`src/rtl/exti_pkg.sv`:
```
package exti_pkg;

   localparam int unsigned LINES_PER_BANK = 32;
   localparam int unsigned MAX_BANKS      = 3;
   localparam int unsigned ADDR_W         = 8;
   localparam int unsigned DATA_W         = 32;

   typedef enum logic [2:0] {
      RK_NONE,
      RK_IEN,
      RK_EEN,
      RK_RISE,
      RK_FALL,
      RK_SWT,
      RK_PEND
   } reg_kind_e;

   function automatic logic [DATA_W-1:0] impl_mask(input int unsigned n);
      logic [DATA_W:0] one;
      one = (DATA_W+1)'(1) << n;
      return DATA_W'(one - (DATA_W+1)'(1));
   endfunction

endpackage

```
`src/rtl/exti_sync.sv`:
```
module exti_sync #(
   parameter int unsigned W = 32
) (
   input  logic         clk,
   input  logic         rst_n,
   input  logic [W-1:0] lines_i,
   output logic [W-1:0] lvl_now_o,
   output logic [W-1:0] lvl_prev_o,
   output logic         ready_o
);
   logic [W-1:0] stg1_q, stg2_q, stg3_q;
   logic [1:0]   warm_q;

   always_ff @(posedge clk) begin
      if (!rst_n) begin
         stg1_q <= '0;
         stg2_q <= '0;
         stg3_q <= '0;
         warm_q <= '0;
      end else begin
         stg1_q <= lines_i;
         stg2_q <= stg1_q;
         stg3_q <= stg2_q;
         if (warm_q != 2'd3) warm_q <= warm_q + 2'd1;
      end
   end

   assign lvl_now_o  = stg2_q;
   assign lvl_prev_o = stg3_q;
   // all three stages hold sampled data only after the third edge
   assign ready_o    = (warm_q == 2'd3);
endmodule

```
`src/rtl/exti_decode.sv`:
```
module exti_decode
   import exti_pkg::*;
#(
   parameter int unsigned NUM_BANKS = 1,
   parameter bit          MAP_SPLIT = 1'b0
) (
   input  logic [ADDR_W-1:0] addr_i,
   output reg_kind_e         kind_o,
   output logic [1:0]        bank_o
);
   if (MAP_SPLIT) begin : g_split
      always_comb begin
         kind_o = RK_NONE;
         bank_o = 2'd0;
         if (addr_i[1:0] == 2'b00) begin
            if (!addr_i[7]) begin
               bank_o = addr_i[6:5];
               case (addr_i[4:2])
                  3'd0:    kind_o = RK_RISE;
                  3'd1:    kind_o = RK_FALL;
                  3'd2:    kind_o = RK_SWT;
                  default: kind_o = RK_NONE;
               endcase
            end else if (!addr_i[6]) begin
               bank_o = addr_i[5:4];
               case (addr_i[3:2])
                  2'd0:    kind_o = RK_IEN;
                  2'd1:    kind_o = RK_EEN;
                  2'd2:    kind_o = RK_PEND;
                  default: kind_o = RK_NONE;
               endcase
            end
         end
         if ({30'd0, bank_o} >= NUM_BANKS) kind_o = RK_NONE;
      end
   end else begin : g_flat
      always_comb begin
         bank_o = 2'd0;
         case (addr_i)
            8'h00:   kind_o = RK_IEN;
            8'h04:   kind_o = RK_EEN;
            8'h08:   kind_o = RK_RISE;
            8'h0C:   kind_o = RK_FALL;
            8'h10:   kind_o = RK_SWT;
            8'h14:   kind_o = RK_PEND;
            default: kind_o = RK_NONE;
         endcase
      end
   end
endmodule

```
`src/rtl/exti_bank.sv`:
```
module exti_bank
   import exti_pkg::*;
#(
   parameter int unsigned LINES_IMPL = LINES_PER_BANK
) (
   input  logic                      clk,
   input  logic                      rst_n,
   input  logic [LINES_PER_BANK-1:0] lvl_now_i,
   input  logic [LINES_PER_BANK-1:0] lvl_prev_i,
   input  logic                      ready_i,
   input  logic                      wr_en_i,
   input  reg_kind_e                 kind_i,
   input  logic [DATA_W-1:0]         wdata_i,
   output logic [DATA_W-1:0]         rd_word_o,
   output logic                      irq_o,
   output logic [LINES_PER_BANK-1:0] evt_o
);
   localparam logic [DATA_W-1:0] IMPL = impl_mask(LINES_IMPL);

   logic [DATA_W-1:0] ien_q, een_q, rise_q, fall_q;
   logic [DATA_W-1:0] swt_q, pend_q, evt_q;
   logic [DATA_W-1:0] wmask, sw_wr, clr, caught, set_v;

   assign wmask = wdata_i & IMPL;

   // configuration keeps its contents through the soft reset
   always_ff @(posedge clk) begin
      if (wr_en_i) begin
         case (kind_i)
            RK_IEN:  ien_q  <= wmask;
            RK_EEN:  een_q  <= wmask;
            RK_RISE: rise_q <= wmask;
            RK_FALL: fall_q <= wmask;
            default: ;
         endcase
      end
   end

   assign sw_wr  = (wr_en_i && kind_i == RK_SWT)  ? wmask : '0;
   assign clr    = (wr_en_i && kind_i == RK_PEND) ? wmask : '0;
   assign caught = ((lvl_now_i & ~lvl_prev_i & rise_q) |
                    (~lvl_now_i & lvl_prev_i & fall_q)) &
                   {DATA_W{ready_i}} & IMPL;
   assign set_v  = (caught | sw_wr) & ien_q;

   always_ff @(posedge clk) begin
      if (!rst_n) begin
         pend_q <= '0;
         swt_q  <= '0;
         evt_q  <= '0;
      end else begin
         pend_q <= (pend_q & ~clr) | set_v;
         swt_q  <= (swt_q | sw_wr) & ~clr;
         evt_q  <= caught & een_q;
      end
   end

   always_comb begin
      case (kind_i)
         RK_IEN:  rd_word_o = ien_q;
         RK_EEN:  rd_word_o = een_q;
         RK_RISE: rd_word_o = rise_q;
         RK_FALL: rd_word_o = fall_q;
         RK_SWT:  rd_word_o = swt_q;
         RK_PEND: rd_word_o = pend_q;
         default: rd_word_o = '0;
      endcase
      rd_word_o = rd_word_o & IMPL;
   end

   assign irq_o = |pend_q;
   assign evt_o = evt_q;

   AST_PEND_HOLD: assert property (@(posedge clk) disable iff (!rst_n)
      1'b1 |=> ((($past(pend_q) & ~$past(clr)) & ~pend_q) == '0));
   AST_DISABLED_NO_SET: assert property (@(posedge clk) disable iff (!rst_n)
      1'b1 |=> ((pend_q & ~$past(pend_q) & ~$past(ien_q)) == '0));
   AST_EVT_NEEDS_EN: assert property (@(posedge clk) disable iff (!rst_n)
      1'b1 |=> ((evt_q & ~$past(een_q)) == '0));
   AST_EVT_ONE_CYCLE: assert property (@(posedge clk) disable iff (!rst_n)
      1'b1 |=> ((evt_q & $past(evt_q)) == '0));
   AST_IRQ_DROP_NEEDS_CLEAR: assert property (@(posedge clk) disable iff (!rst_n)
      $fell(irq_o) |-> $past(|clr));
endmodule

```
`src/rtl/exti_ctrl.sv`:
```
module exti_ctrl
   import exti_pkg::*;
#(
   parameter int unsigned NUM_BANKS  = 1,
   parameter int unsigned LINES_IMPL = 32,
   parameter bit          MAP_SPLIT  = 1'b0
) (
   input  logic                                clk,
   input  logic                                rst_n,
   input  logic [NUM_BANKS*LINES_PER_BANK-1:0] ext_lines,
   input  logic [ADDR_W-1:0]                   bus_addr,
   input  logic                                bus_wr,
   input  logic                                bus_rd,
   input  logic [DATA_W-1:0]                   bus_wdata,
   output logic [DATA_W-1:0]                   bus_rdata,
   output logic [NUM_BANKS-1:0]                irq_out,
   output logic [NUM_BANKS*LINES_PER_BANK-1:0] evt_out
);
   localparam int unsigned TOTAL_LINES = NUM_BANKS * LINES_PER_BANK;

   if (NUM_BANKS < 1 || NUM_BANKS > MAX_BANKS) begin : g_bad_banks
      $error("exti_ctrl: NUM_BANKS must be 1 to 3");
   end
   if (LINES_IMPL < 1 || LINES_IMPL > LINES_PER_BANK) begin : g_bad_lines
      $error("exti_ctrl: LINES_IMPL must be 1 to 32");
   end
   if (!MAP_SPLIT && NUM_BANKS != 1) begin : g_bad_map
      $error("exti_ctrl: flat layout serves one bank only");
   end

   logic [TOTAL_LINES-1:0] lvl_now, lvl_prev;
   logic                   ready;
   reg_kind_e              kind;
   logic [1:0]             bank;
   logic                   hit;
   logic [DATA_W-1:0]      words [NUM_BANKS];

   exti_sync #(.W(TOTAL_LINES)) u_sync (
      .clk        (clk),
      .rst_n      (rst_n),
      .lines_i    (ext_lines),
      .lvl_now_o  (lvl_now),
      .lvl_prev_o (lvl_prev),
      .ready_o    (ready)
   );

   exti_decode #(.NUM_BANKS(NUM_BANKS), .MAP_SPLIT(MAP_SPLIT)) u_dec (
      .addr_i (bus_addr),
      .kind_o (kind),
      .bank_o (bank)
   );

   assign hit = (kind != RK_NONE);

   for (genvar b = 0; b < NUM_BANKS; b++) begin : g_bank
      exti_bank #(.LINES_IMPL(LINES_IMPL)) u_bank (
         .clk        (clk),
         .rst_n      (rst_n),
         .lvl_now_i  (lvl_now[b*LINES_PER_BANK +: LINES_PER_BANK]),
         .lvl_prev_i (lvl_prev[b*LINES_PER_BANK +: LINES_PER_BANK]),
         .ready_i    (ready),
         .wr_en_i    (bus_wr && hit && (bank == 2'(b))),
         .kind_i     (kind),
         .wdata_i    (bus_wdata),
         .rd_word_o  (words[b]),
         .irq_o      (irq_out[b]),
         .evt_o      (evt_out[b*LINES_PER_BANK +: LINES_PER_BANK])
      );
   end

   always_comb begin
      bus_rdata = '0;
      if (bus_rd && hit) begin
         for (int b = 0; b < NUM_BANKS; b++) begin
            if (bank == 2'(b)) bus_rdata = words[b];
         end
      end
   end
endmodule

```
`config.mk`:
```
export PLATFORM = sky130hd
export DESIGN_NAME = exti_ctrl
export DESIGN_NICKNAME = d
export VERILOG_FILES = /design/src/rtl/exti_pkg.sv /design/src/rtl/exti_sync.sv /design/src/rtl/exti_decode.sv /design/src/rtl/exti_bank.sv /design/src/rtl/exti_ctrl.sv
export SDC_FILE = /design/constraint.sdc
export NUM_CORES = 1
export LEC_CHECK = 0
export BUFFER_PORTS_ARGS = -buffer_cell sky130_fd_sc_hd__buf_2
export CAP_MARGIN = 20
export CORE_MARGIN = 2
export CORE_UTILIZATION = 40
export CTS_BUF_LIST = sky130_fd_sc_hd__clkbuf_4
export CTS_CLUSTER_SIZE = 14
export DETAILED_ROUTE_END_ITERATION = 8
export GPL_TIMING_DRIVEN = 0
export MAX_ROUTING_LAYER = met4
export PLACE_DENSITY = 0.57
export SKIP_LAST_GASP = 1
export SLEW_MARGIN = 40
export SYNTH_ARGS = -nofsm -noshare
export SYNTH_HDL_FRONTEND = slang
export SYNTH_SLANG_ARGS = --single-unit
```
`constraint.sdc`:
```
create_clock -name clk -period 5.9 [get_ports clk]
set_clock_uncertainty 0.1 [all_clocks]
set_input_delay 0.59 -clock clk [delete_from_list [all_inputs] [get_ports clk]]
set_output_delay 0.59 -clock clk [all_outputs]
set_load 0.03 [all_outputs]
```
After elaboration in Yosys (flattened, before gate mapping)
Cells that the tools add are included.
{"block": "totals", "in_bits": 76, "output_inout_bits": 65, "ff_bits": 322, "elab_cells": 57}
{"block": "classes", "n_mux": 5, "bitwise": 16, "n_eq_ne": 13, "n_addsub": 1, "n_reduce_logical": 11}
{"op": "$and 32x32->32", "n": 9}
{"op": "$pmux 32 s6", "n": 1}
{"op": "$or 32x32->32", "n": 4}
{"op": "$mux 32", "n": 3}
{"op": "$not 32->32", "n": 3}
{"op": "$reduce_or 32->1", "n": 1}
{"op": "$pmux 3 s6", "n": 1}
{"op": "$eq 8x4->1 const B", "n": 2}
{"op": "$eq 8x5->1 const B", "n": 2}
{"op": "$eq 3x3->1 const B", "n": 3}
{"op": "$eq 8x3->1 const B", "n": 1}
{"op": "$logic_not 8->1", "n": 1}
{"op": "$reduce_and 2->1", "n": 4}
{"op": "$eq 3x2->1 const B", "n": 2}
{"op": "$logic_and 1x1->1", "n": 4}
{"op": "$eq 3x1->1 const B", "n": 1}
{"op": "$reduce_bool 3->1", "n": 1}
{"op": "$add 2x1->2 const B", "n": 1}
{"op": "$eq 2x2->1 const B", "n": 1}
{"op": "$ne 2x2->1 const B", "n": 1}

Depth between registers and ports, before layout
Gate-level depths: netlist of the first run.
{"block": "depth", "word_depth": 9, "ltp_mapped": 7, "mapped_depth_nobuf": 5}

By module
A second synthesis of the first run with hierarchy kept.
{"block": "unflattened", "cells_unflattened": 1048, "area_unflattened_um2": 12453.2}
{"module": "exti_bank", "area_each_um2": 9118.7, "seq_area_each_um2": 5765.5, "cells_per_inst": 747, "n_inst": 1}
{"module": "exti_sync", "area_each_um2": 2683.8, "seq_area_each_um2": 1961.9, "cells_per_inst": 210, "n_inst": 1}
{"module": "exti_ctrl", "area_each_um2": 561.8, "seq_area_each_um2": 0.0, "cells_per_inst": 80, "n_inst": 1}
{"module": "exti_decode", "area_each_um2": 88.8, "seq_area_each_um2": 0.0, "cells_per_inst": 11, "n_inst": 1}

Least setup slack after synthesis of the first run
No wires, ideal clock.
{"block": "synth_path", "path_type": "input-to-reg", "start": "input bus_addr[5]", "end": "register g_bank[0].u_bank.een_q[0], enable pin", "setup_ns": 0.461, "path_stages": 5, "required_time_ns": 5.339, "t_arrival_ns": 3.894, "setup_slack_ns": 1.445, "n_path_buf": 1, "path_cell_list": "or3_1 > nor2_1 > clkbuf_1 > nand2_1 > nor3_1"}
{"block": "synth_between", "elab_chain_len": 5, "word_cells_on_any_way": 11, "cone_classes": "eq/ne (6); mux (1); reduce/logical (4)"}
{"item": "start: declaration", "line_no": "exti_ctrl.sv:11", "rtl": "input logic [ADDR_W-1:0] bus_addr,"}
{"item": "$eq 8x5->1, or another cell as far along", "line_no": "exti_decode.sv:39", "rtl": "case (addr_i)"}
{"item": "$pmux 3 s6 *", "line_no": "exti_decode.sv:39"}
{"item": "$reduce_bool 3->1", "line_no": "exti_ctrl.sv:53", "rtl": "assign hit = (kind != RK_NONE);"}
{"item": "$logic_and 1x1->1", "line_no": "exti_ctrl.sv:62", "rtl": ".wr_en_i (bus_wr && hit && (bank == 2'(b))),"}
{"item": "$reduce_and 2->1 (no source line) *"}
{"item": "end signal: assignment", "line_no": "exti_bank.sv:31", "rtl": "RK_EEN: een_q <= wmask;"}
{"item": "end: declaration", "line_no": "exti_bank.sv:20", "rtl": "logic [DATA_W-1:0] ien_q, een_q, rise_q, fall_q;"}
Every way passes the cells marked *; elsewhere a longest branch is shown, timed or not.
A chain may end at the register's enable or synchronous reset.

Final worst setup path of the first run
{"block": "layout_path", "start": "input bus_addr[5]", "end": "output bus_rdata[23]"}
{"block": "layout_between", "elab_chain_len": 5, "word_cells_on_any_way": 17, "cone_classes": "eq/ne (11); mux (3); reduce/logical (3)"}
{"item": "$eq 8x5->1, or another cell as far along", "line_no": "exti_decode.sv:39"}
{"item": "$pmux 3 s6 *", "line_no": "exti_decode.sv:39"}
{"item": "$eq 3x3->1, or another cell as far along", "line_no": "exti_bank.sv:59", "rtl": "case (kind_i)"}
{"item": "$pmux 32 s6 or $logic_and 1x1->1 (tied branches)", "line_no": "exti_bank.sv:59, exti_ctrl.sv:73"}
{"item": "$mux 32 *", "line_no": "exti_ctrl.sv:73", "rtl": "if (bus_rd && hit) begin"}
{"item": "end: declaration", "line_no": "exti_ctrl.sv:15", "rtl": "output logic [DATA_W-1:0] bus_rdata,"}
Marks and branches as above.

==> results.py, run 1 <==
metrics = {
    "run_status": {
        "outcome": "completed",
    },
    "yosys": {
        "synth_fa_ha_area_share_pct": 0.103,
        "yosysSeqAreaShare_pct": 63.6,
        "syn_avg_cell_area_um2": 12.2,
        "ys.flop_type": "dfxtp_1",
        "synth_cells": 995,
        "ys_warn_count": 0,
        "yosys.area.top_type": "dfxtp_1",
        "synth_compound_area_share_pct": 12.2,
        "ys_types": 33,
        "netlist_top_cells_area": "dfxtp_1, edfxtp_1, and2_1",
        "synthSimpleGateAreaFrac_pct": 16.5,
        "syn_area_um2": 12200,
        "synthMuxAreaShare_pct": 5.35,
        "synth_top_area_share_pct": 32.0,
        "synth_top_family_by_area": "simple AND/OR/NAND/NOR gates",
        "syn-num-nets": 1072,
        "synthTopCellsByCount": "dfxtp_1, and2_1, edfxtp_1",
        "synth_edf_count": 128,
        "synthXorXnorAreaFrac_pct": 0.0721,
        "async_flop_share_pct": 0,
        "ys_ff_latch": 322,
        "yosysMostFrequentCell": "dfxtp_1",
    },
    "place": {
        "place_hpwl_um": 22800,
        "place.gp.congestion": 0.838,
        "pre_cts_slack_ns": 2.07,
        "io_buffers": 139,
    },
    "timing": {
        "max_slew_margin_pct": 46.6,
        "tightest_slew_ns": 0.801,
        "rsz0062_at_grt": "false",
        "fin_crit_ns": 3.66,
        "finalHoldViolations": 0,
        "timing.final.crit_share_pct": 62.0,
        "post-route-worst-setup-slack_ns": 2.24,
        "maxSlewViolCount": 0,
        "setup_violations": 0,
        "fmax_mhz": 274,
    },
    "clocking": {
        "h-tree-depth": 3,
        "insertion_delay_ns": 0.70,
        "cts_tree": "built",
        "clock_sink_count": 322,
        "clockBufferDepth": 3,
        "root_buffer": "clkbuf_4",
        "numCtsBuffers": 85,
        "clk_pin_slew_ns": 0.06,
    },
    "cells_and_area": {
        "seq_area_um2": 7730,
        "fillCellCount": 2753,
        "multiInputGateArea_um2": 4170,
        "syn_to_final_growth_pct": 23.7,
        "drive_above_1_share_pct": 25.5,
        "num-nets-final": 1353,
    },
    "route": {
        "wl_per_cell_um": 19.7,
        "drt-initial-drc-count": 768,
        "num_vias": 9106,
        "drc": 0,
        "wl_um": 34300,
        "firstDrtPassIters": 5,
        "antenna_left": 0,
        "viasPerCell": 5.23,
    },
    "setup_path": {
        "crit_slowest_cell": "nor2_1",
        "cp_cell_sequence": "buf_2 > or3_1 > nor2_1 > nand3_1 > clkbuf_1 > a21oi_1 > buf_2",
        "worst_path_largest_cell_delay_ns": 0.49,
        "cp-start-kind": "input port",
        "critPathMostFrequentCell": "buf_2",
        "arrival_ns": 2.97,
        "crit_type": "input port to output pin",
        "critPathRequiredTime_ns": 5.21,
        "critPathMaxFanout": 10,
        "end_kind": "output pin",
    },
    "pwr": {
        "power_density_nw_per_um2": 308,
        "peakVddDrop_v": 0.000134,
        "clock_power_share_pct": 44.4,
        "seqPwrFrac_pct": 50.9,
        "comb_power_share_pct": 4.6,
        "swShare_pct": 22.4,
        "total_power_mw": 4.63,
        "p_leak_nw": 5.97,
        "p_int_mw": 3.59,
        "switching_power_mw": 1.04,
    },
    "global_route": {
        "grt_pass1_wl_um": 51100,
        "grt_pass1_vias": 8971,
        "grt_start_max_net_pins": 19,
        "grt_usage_pct": 22.3,
        "grt-ovfl-total": 0,
        "antenna_found_initial": 4,
    },
    "min_path": {
        "hold_class": "input port to flop",
    },
    "floorplan": {
        "row_count": 63,
        "start_util_pct": 40.8,
        "fp.dieH_um": 178,
        "io_pins": 141,
        "dieArea_um2": 31800,
        "die_w_um": 178,
        "core_um2": 29800,
    },
    "run": {
        "cap_viol_max_count": 0,
    },
}
cells by family (layout without fill, tap and decap cells):
group | after synthesis | count (layout)
flops | 322 | 322
simple gates | 322 | 322
compound gates | 224 | 224
mux | 65 | 65
buf+inv | 60 | 411
fa+ha+maj | 1 | 1
xor+xnor | 1 | 1
other cells | 0 | 4
state kept, by name, indices dropped and copies added, names as in the netlist, 32 cells and up:
name	count
u_sync.stg1_q	32
g_bank.u_bank.rise_q	32
g_bank.u_bank.swt_q	32
g_bank.u_bank.ien_q	32
g_bank.u_bank.fall_q	32
g_bank.u_bank.evt_o	32
g_bank.u_bank.een_q	32
g_bank.u_bank.pend_q	32
u_sync.lvl_now_o	32
u_sync.lvl_prev_o	32
worst max-delay path, delay by kind of cell:
family                 cells  cell delay [ns]
and+or+nand+nor            3             1.27
AOI/OAI and AO/OA          1             0.33
buffers and inverters      3             0.76
placed cells by master (no fill, tap or decap), types with 33 or more instances in the layout:
master,n
nand3b_1,64
a21oi_1,96
and2_1,128
buf_2,165
clkbuf_1,34
dlygate4sd3_1,33
nand2_1,68
clkbuf_4,141
edfxtp_1,128
dfxtp_1,194
mux2i_1,65
path summary, 6_finish.rpt:
kind | startpoint | end | slack [ns] | depth (start not counted)
hold / removal | bus_wdata[21] | g_bank[0].u_bank.fall_q[21]$_DFFE_PP_ | 0.07 | 1
setup reg to reg | u_sync.warm_q[0]$_SDFFE_PN0P_ | g_bank[0].u_bank.pend_q[5]$_SDFF_PN0_ | 3.76 | 6
setup / recovery | bus_addr[5] | bus_rdata[23] | 2.24 | 7
hold reg to reg | u_sync.stg1_q[23]$_SDFF_PN0_ | u_sync.lvl_now_o[23]$_SDFF_PN0_ | 0.33 | 1
per-stage QoR:
| stage | utilization, % | instance area (um2) | instances | setup TNS, ns | hold WS, ns |
|---|---|---|---|---|---|
| detailed placement | 45.4 | 13500 | 1546 | 0 | 0.318 |
| floorplan | - | 12200 | 995 | 0 | 0.312 |
| finish | 50.4 | 15000 | 1740 | 0 | 0.0677 |
| CTS | 50.4 | 15000 | 1736 | 0 | 0.000944 |
| global placement | 44.8 | 13300 | 1524 | -161.93 | 0.313 |
| global route | 50.4 | 15000 | 1740 | 0 | 0.0292 |
repair_timing:
| action | 4_1_cts | 5_1_grt |
|---|---|---|
| hold buffers | 33 | 0 |
| buffers inserted | 0 | 0 |
| resized for setup | 0 | 0 |
| endpoints found under the hold margin | 34 | 0 |
cell type report:
class                           instances  area share, %
Sequential cell                       322           51.4
Multi-Input combinational cell        613           27.8
Timing Repair Buffer                  194           7.92
Clock buffer                          141           7.04
Tap cell                              390           3.25
Buffer                                 57           1.74
Clock inverter                         16          0.757
Inverter                                3         0.0749
Antenna cell                            4         0.0666
metal layers:
| metal | track usage, % | part of all wire [%] | vias to the layer above |
|---|---|---|---|
| met3 | 4.35 | 5.7 | 73 |
| met5 | - | 0 | - |
| met4 | 9.96 | 3.1 | 0 |
| met2 | 33.3 | 45 | 331 |
| met1 | 29.5 | 46 | 4397 |
| li1 | - | - | 4305 |
power by group through the flow:
stage          sequential [mW]  clock, mW  combinational (mW)
2_1_floorplan             2.40          0               0.102
4_1_cts                   2.36       2.12               0.216
6_report                  2.36       2.06               0.215
5_1_grt                   2.36       2.23               0.234
3_5_place_dp              2.41          0               0.199
3_3_place_gp              2.41          0               0.196
Note: power is estimated with default switching activity, not from simulation.
==> run 2: changes to the inputs <==
clock period = 3.45 ns   (was 5.9 ns; I/O delays follow)
==> run 2 against run 1 <==
Effect of this change:
- clock-buffer cell count did not move
- combinational power rose by 85%
- critical path depth did not move
- routed wire length rose by 0.94%
- global-route usage rose by 0.22 points
- utilization rose by 1.1 points
==> results.py, run 2 (synthesis results as in run 1) <==
metrics = {
    "timing": {
        "post-route-worst-setup-slack_ns": 0.290,
        "finalHoldViolations": 0,
        "whs_ns": 0.135,
        "maxSlewViolCount": 0,
        "fmax_mhz": 316,
        "timing.final.crit_share_pct": 91.6,
        "tightest_slew_ns": 0.794,
        "rsz0062_at_grt": "false",
        "setup_violations": 0,
        "fin_crit_ns": 3.16,
        "max_slew_margin_pct": 47.1,
    },
    "cells_and_area": {
        "mostFrequentLayoutCells": "dfxtp_1, buf_2, clkbuf_4, and2_1, edfxtp_1",
        "final_common_cell": "dfxtp_1",
        "fillCellCount": 2731,
        "num-nets-final": 1385,
        "syn_to_final_growth_pct": 26.3,
        "drive_above_1_share_pct": 24.9,
        "fin_area_um2": 15300,
    },
    "clocking": {
        "h-tree-depth": 3,
        "clk_pin_slew_ns": 0.07,
        "root_buffer": "clkbuf_4",
        "ctsHoldBuffers": 65,
        "clockBufferDepth": 3,
        "clock_sink_count": 322,
        "cts_resized": 0,
        "insertion_delay_ns": 0.71,
        "cts_tree": "built",
        "numCtsBuffers": 85,
        "postCtsSetupRepairBufs": 0,
    },
    "pwr": {
        "peakVddDrop_v": 0.000229,
        "total_power_mw": 7.95,
        "p_leak_nw": 6.11,
        "power_density_nw_per_um2": 518,
    },
    "route": {
        "drc": 0,
        "viasPerCell": 5.21,
        "drt-initial-drc-count": 738,
        "wl_um": 34600,
        "wl_per_cell_um": 19.6,
        "firstDrtPassIters": 6,
        "antenna_left": 0,
        "num_vias": 9222,
    },
    "setup_path": {
        "crit_type": "input port to output pin",
        "reg2reg_to": "g_bank[0].u_bank.pend_q[6]$_SDFF_PN0_",
        "critPathMaxFanout": 10,
        "startpoint": "bus_addr[5]",
        "critPathMostFrequentCell": "buf_2",
        "worst_path_largest_cell_delay_ns": 0.48,
        "cp_cell_sequence": "buf_2 > or3_1 > nor2_1 > nand3_1 > clkbuf_1 > a21oi_1 > buf_2",
        "cp-start-kind": "input port",
        "arrival_ns": 2.71,
        "r2r_slack_ns": 1.31,
        "worst_r2r_path_depth": 6,
        "end_kind": "output pin",
        "crit_slowest_cell": "nor2_1",
        "critPathRequiredTime_ns": 3.00,
        "crit_path_end": "bus_rdata[19]",
        "reg2reg_from": "u_sync.warm_q[0]$_SDFFE_PN0P_",
    },
    "floorplan": {
        "row_count": 63,
        "fp.dieH_um": 178,
        "core_um2": 29800,
        "dieArea_um2": 31800,
        "io_pins": 141,
        "die_w_um": 178,
        "start_util_pct": 40.8,
    },
    "run_status": {
        "outcome": "completed",
    },
    "global_route": {
        "grt_pass1_vias": 9077,
        "grt_usage_pct": 22.5,
        "grt_start_max_net_pins": 19,
        "antenna_found_initial": 2,
        "grt_pass1_wl_um": 51700,
        "grt-ovfl-total": 0,
    },
    "place": {
        "io_buffers": 139,
        "pre_cts_slack_ns": -0.135,
        "place_hpwl_um": 22800,
        "dpl_cell_area_um2": 13500,
        "place.gp.congestion": 0.838,
    },
    "min_path": {
        "hold_class": "input port to flop",
    },
    "run": {
        "cap_viol_max_count": 0,
    },
}
==> run 2: metal layers <==
metal	GRT usage (%)	vias to the layer above	wire [um]
li1	-	4368	-
met4	9.89	0	1000
met5	-	-	0
met3	4.22	66	2010
met2	33.9	351	15800
met1	29.7	4437	15900
==> run 2: layout make-up <==
type	instances	area, um2	share of cell area [%]
flip-flops and latches	322	7730	50.4
clock inverters	16	114	0.742
repair buffers	226	1510	9.84
plain buffers	57	262	1.70
clock buffers	141	1060	6.90
multi-input cells	613	4170	27.2
diodes	2	5.00	0.0326
inverters	3	11.3	0.0734
well taps	390	488	3.18
==> run 2: power by group <==
part,internal (mW),switching (mW)
registers,4.01,0.0253
clock network,1.99,1.53
logic,0.173,0.226
==> run 2: worst max-delay path: cells and delay by family <==
kind                   cells  cell delay (ns)
and+or+nand+nor            3             1.25
buffers and inverters      3             0.78
AOI/OAI and AO/OA          1             0.34
==> run 2: worst min-delay path by stage <==
stage                                       startpoint                                     to  slack [ns]  cells after the start
after floorplan            u_sync.stg1_q[0]$_SDFF_PN0_         u_sync.lvl_now_o[0]$_SDFF_PN0_        0.31                      1
final                                           bus_wr  g_bank[0].u_bank.fall_q[19]$_DFFE_PP_        0.14                      3
after CTS                                       bus_wr  g_bank[0].u_bank.fall_q[19]$_DFFE_PP_        0.06                      3
after detailed placement  u_sync.stg1_q[13]$_SDFF_PN0_        u_sync.lvl_now_o[13]$_SDFF_PN0_        0.32                      1
after global routing                            bus_wr  g_bank[0].u_bank.fall_q[19]$_DFFE_PP_        0.09                      3
after global placement    u_sync.stg1_q[20]$_SDFF_PN0_        u_sync.lvl_now_o[20]$_SDFF_PN0_        0.31                      1
==> run 2: through the flow <==
| stage | setup TNS, ns | std cells | util, % |
|---|---|---|---|
| after global routing | 0 | 1770 | 51.5 |
| after detailed placement | -1.01 | 1546 | 45.4 |
| final | 0 | 1770 | 51.5 |
| after floorplan | -72.97 | 995 | - |
| after global placement | -388.71 | 1524 | 44.8 |
| after CTS | 0 | 1768 | 51.5 |
==> run 3: changes to the inputs <==
CORE_UTILIZATION = 38   (was 40)
PLACE_DENSITY = 0.55   (was 0.57)
==> run 3 against run 2 <==
Effect of this change:
- fmax grew 0.85%
- setup slack better by 0.027 ns
- worst hold slack worse by 0.015 ns
- register-to-register slack lost 0.03 ns
- sequential share of layout area about the same
- critical path type unchanged
- utilization shrank 2.8 points
- via count fell by 0.54%
- clock-buffer cell count is 2 lower
- critical path depth is the same
- routed wire length shrank 0.93%
- clock power decreased by 1%
==> results.py, run 3 (synthesis results as in run 1) <==
metrics = {
    "cells_and_area": {
        "syn_to_final_growth_pct": 26.4,
        "mostFrequentLayoutCells": "dfxtp_1, buf_2, clkbuf_4, and2_1, edfxtp_1",
        "drive_above_1_share_pct": 24.6,
        "final_common_cell": "dfxtp_1",
        "num-nets-final": 1386,
        "fin_area_um2": 15400,
        "fillCellCount": 2970,
        "fin_cells": 1785,
    },
    "route": {
        "drc": 0,
        "num_vias": 9172,
        "firstDrtPassIters": 5,
        "wl_per_cell_um": 19.2,
        "wl_um": 34300,
        "antenna_left": 0,
        "drt-initial-drc-count": 570,
        "viasPerCell": 5.14,
    },
    "run_status": {
        "outcome": "completed",
    },
    "timing": {
        "setup_violations": 0,
        "rsz0062_at_grt": "false",
        "finalHoldViolations": 0,
        "timing.final.crit_share_pct": 90.8,
        "tightest_slew_ns": 0.774,
        "tns_ns": 0,
        "max_slew_margin_pct": 48.4,
        "maxSlewViolCount": 0,
        "fin_crit_ns": 3.13,
        "whs_ns": 0.120,
        "fmax_mhz": 319,
    },
    "setup_path": {
        "reg2reg_to": "g_bank[0].u_bank.pend_q[6]$_SDFF_PN0_",
        "r2r_slack_ns": 1.28,
        "crit_slowest_cell": "or3_1",
        "cp-start-kind": "input port",
        "end_kind": "output pin",
        "critPathRequiredTime_ns": 3.00,
        "cp_cell_sequence": "buf_2 > or3_1 > nor2_1 > nand3_1 > clkbuf_1 > a21oi_1 > buf_2",
        "worst_path_largest_cell_delay_ns": 0.46,
        "arrival_ns": 2.69,
        "critPathMaxFanout": 10,
        "critPathMostFrequentCell": "buf_2",
        "crit_type": "input port to output pin",
        "reg2reg_from": "u_sync.warm_q[0]$_SDFFE_PN0P_",
        "worst_r2r_path_depth": 6,
        "startpoint": "bus_addr[5]",
    },
    "min_path": {
        "hp-start": "bus_addr[6]",
        "hold_depth": 5,
        "hold_end": "g_bank[0].u_bank.swt_q[31]$_SDFF_PN0_",
        "hold_class": "input port to flop",
    },
    "run": {
        "cap_viol_max_count": 0,
    },
    "place": {
        "io_buffers": 139,
        "place_hpwl_um": 22900,
        "place.gp.congestion": 0.841,
        "dp.cells": 1557,
        "dpl_cell_area_um2": 13500,
    },
    "clocking": {
        "h-tree-depth": 3,
        "clock_sink_count": 322,
        "cts_tree": "built",
        "cts_resized": 0,
        "clockBufferDepth": 3,
        "root_buffer": "clkbuf_4",
        "numCtsBuffers": 87,
        "insertion_delay_ns": 0.72,
        "ctsHoldBuffers": 65,
        "clk_pin_slew_ns": 0.06,
        "postCtsSetupRepairBufs": 0,
    },
    "pwr": {
        "power_density_nw_per_um2": 514,
        "total_power_mw": 7.89,
        "p_leak_nw": 6.10,
        "peakVddDrop_v": 0.000303,
    },
    "global_route": {
        "grt_pass1_wl_um": 51700,
        "grt_pass1_vias": 9153,
        "use_met1_pct": 26.4,
        "grt_util_met3_pct": 4.71,
        "antenna_found_initial": 2,
        "met2_usage_pct": 33.7,
        "grt_usage_pct": 21.2,
        "busiest_layer": "met2",
        "grt_start_max_net_pins": 18,
        "grt-ovfl-total": 0,
    },
    "floorplan": {
        "io_pins": 141,
        "core_um2": 31600,
        "row_count": 65,
        "die_w_um": 183,
        "start_util_pct": 38.5,
        "dieArea_um2": 33400,
        "fp.dieH_um": 183,
    },
}
-- run 3: worst max path at each step --
stage,endpoint,slack (ns)
finish,bus_rdata[30],0.32
global placement,g_bank[0].u_bank.fall_q[16]$_DFFE_PP_,-4.07
global route,bus_rdata[30],0.25
floorplan,g_bank[0].u_bank.een_q[0]$_DFFE_PP_,-0.76
CTS,bus_rdata[30],0.35
detailed placement,g_bank[0].u_bank.rise_q[12]$_DFFE_PP_,-0.36
-- run 3: power breakdown --
group | total, mW | switching [mW] | internal (mW) | leakage [nW]
registers | 4.03 | 0.0247 | 4.01 | 2.73
logic | 0.396 | 0.223 | 0.173 | 2.67
clock network | 3.47 | 1.56 | 1.90 | 0.699
-- run 3: worst max-delay path, delay by kind of cell --
family / cells / cell delay, ns
AO/OA/AOI/OAI: 1 / 0.36
AND/OR/NAND/NOR: 3 / 1.26
buffers and inverters: 3 / 0.72
-- run 3: area by class of cell --
type,instances,area [um2],share of cell area (%)
repair buffers,225,1510,9.86
diodes,2,5.00,0.0326
inverters,3,11.3,0.0733
well taps,402,503,3.28
clock buffers,139,1040,6.79
plain buffers,57,260,1.69
clock inverters,22,121,0.790
multi-input cells,613,4170,27.2
flip-flops and latches,322,7730,50.3
-- run 3: per-stage QoR --
| step | utilization, % | worst slack, ns |
|---|---|---|
| after floorplan | - | -0.760 |
| after global placement | 42.3 | -4.07 |
| after detailed placement | 42.9 | -0.363 |
| after CTS | 48.7 | 0.349 |
| after global routing | 48.7 | 0.253 |
| final | 48.7 | 0.317 |
-- run 3: per-layer routing --
metal / wire [um] / share of wire (%) / up-vias
met4: 989 / 2.9 / 0
met2: 15900 / 46 / 333
met5: 0 / 0 / -
li1: - / - / 4366
met1: 15300 / 44 / 4409
met3: 2210 / 6.4 / 64
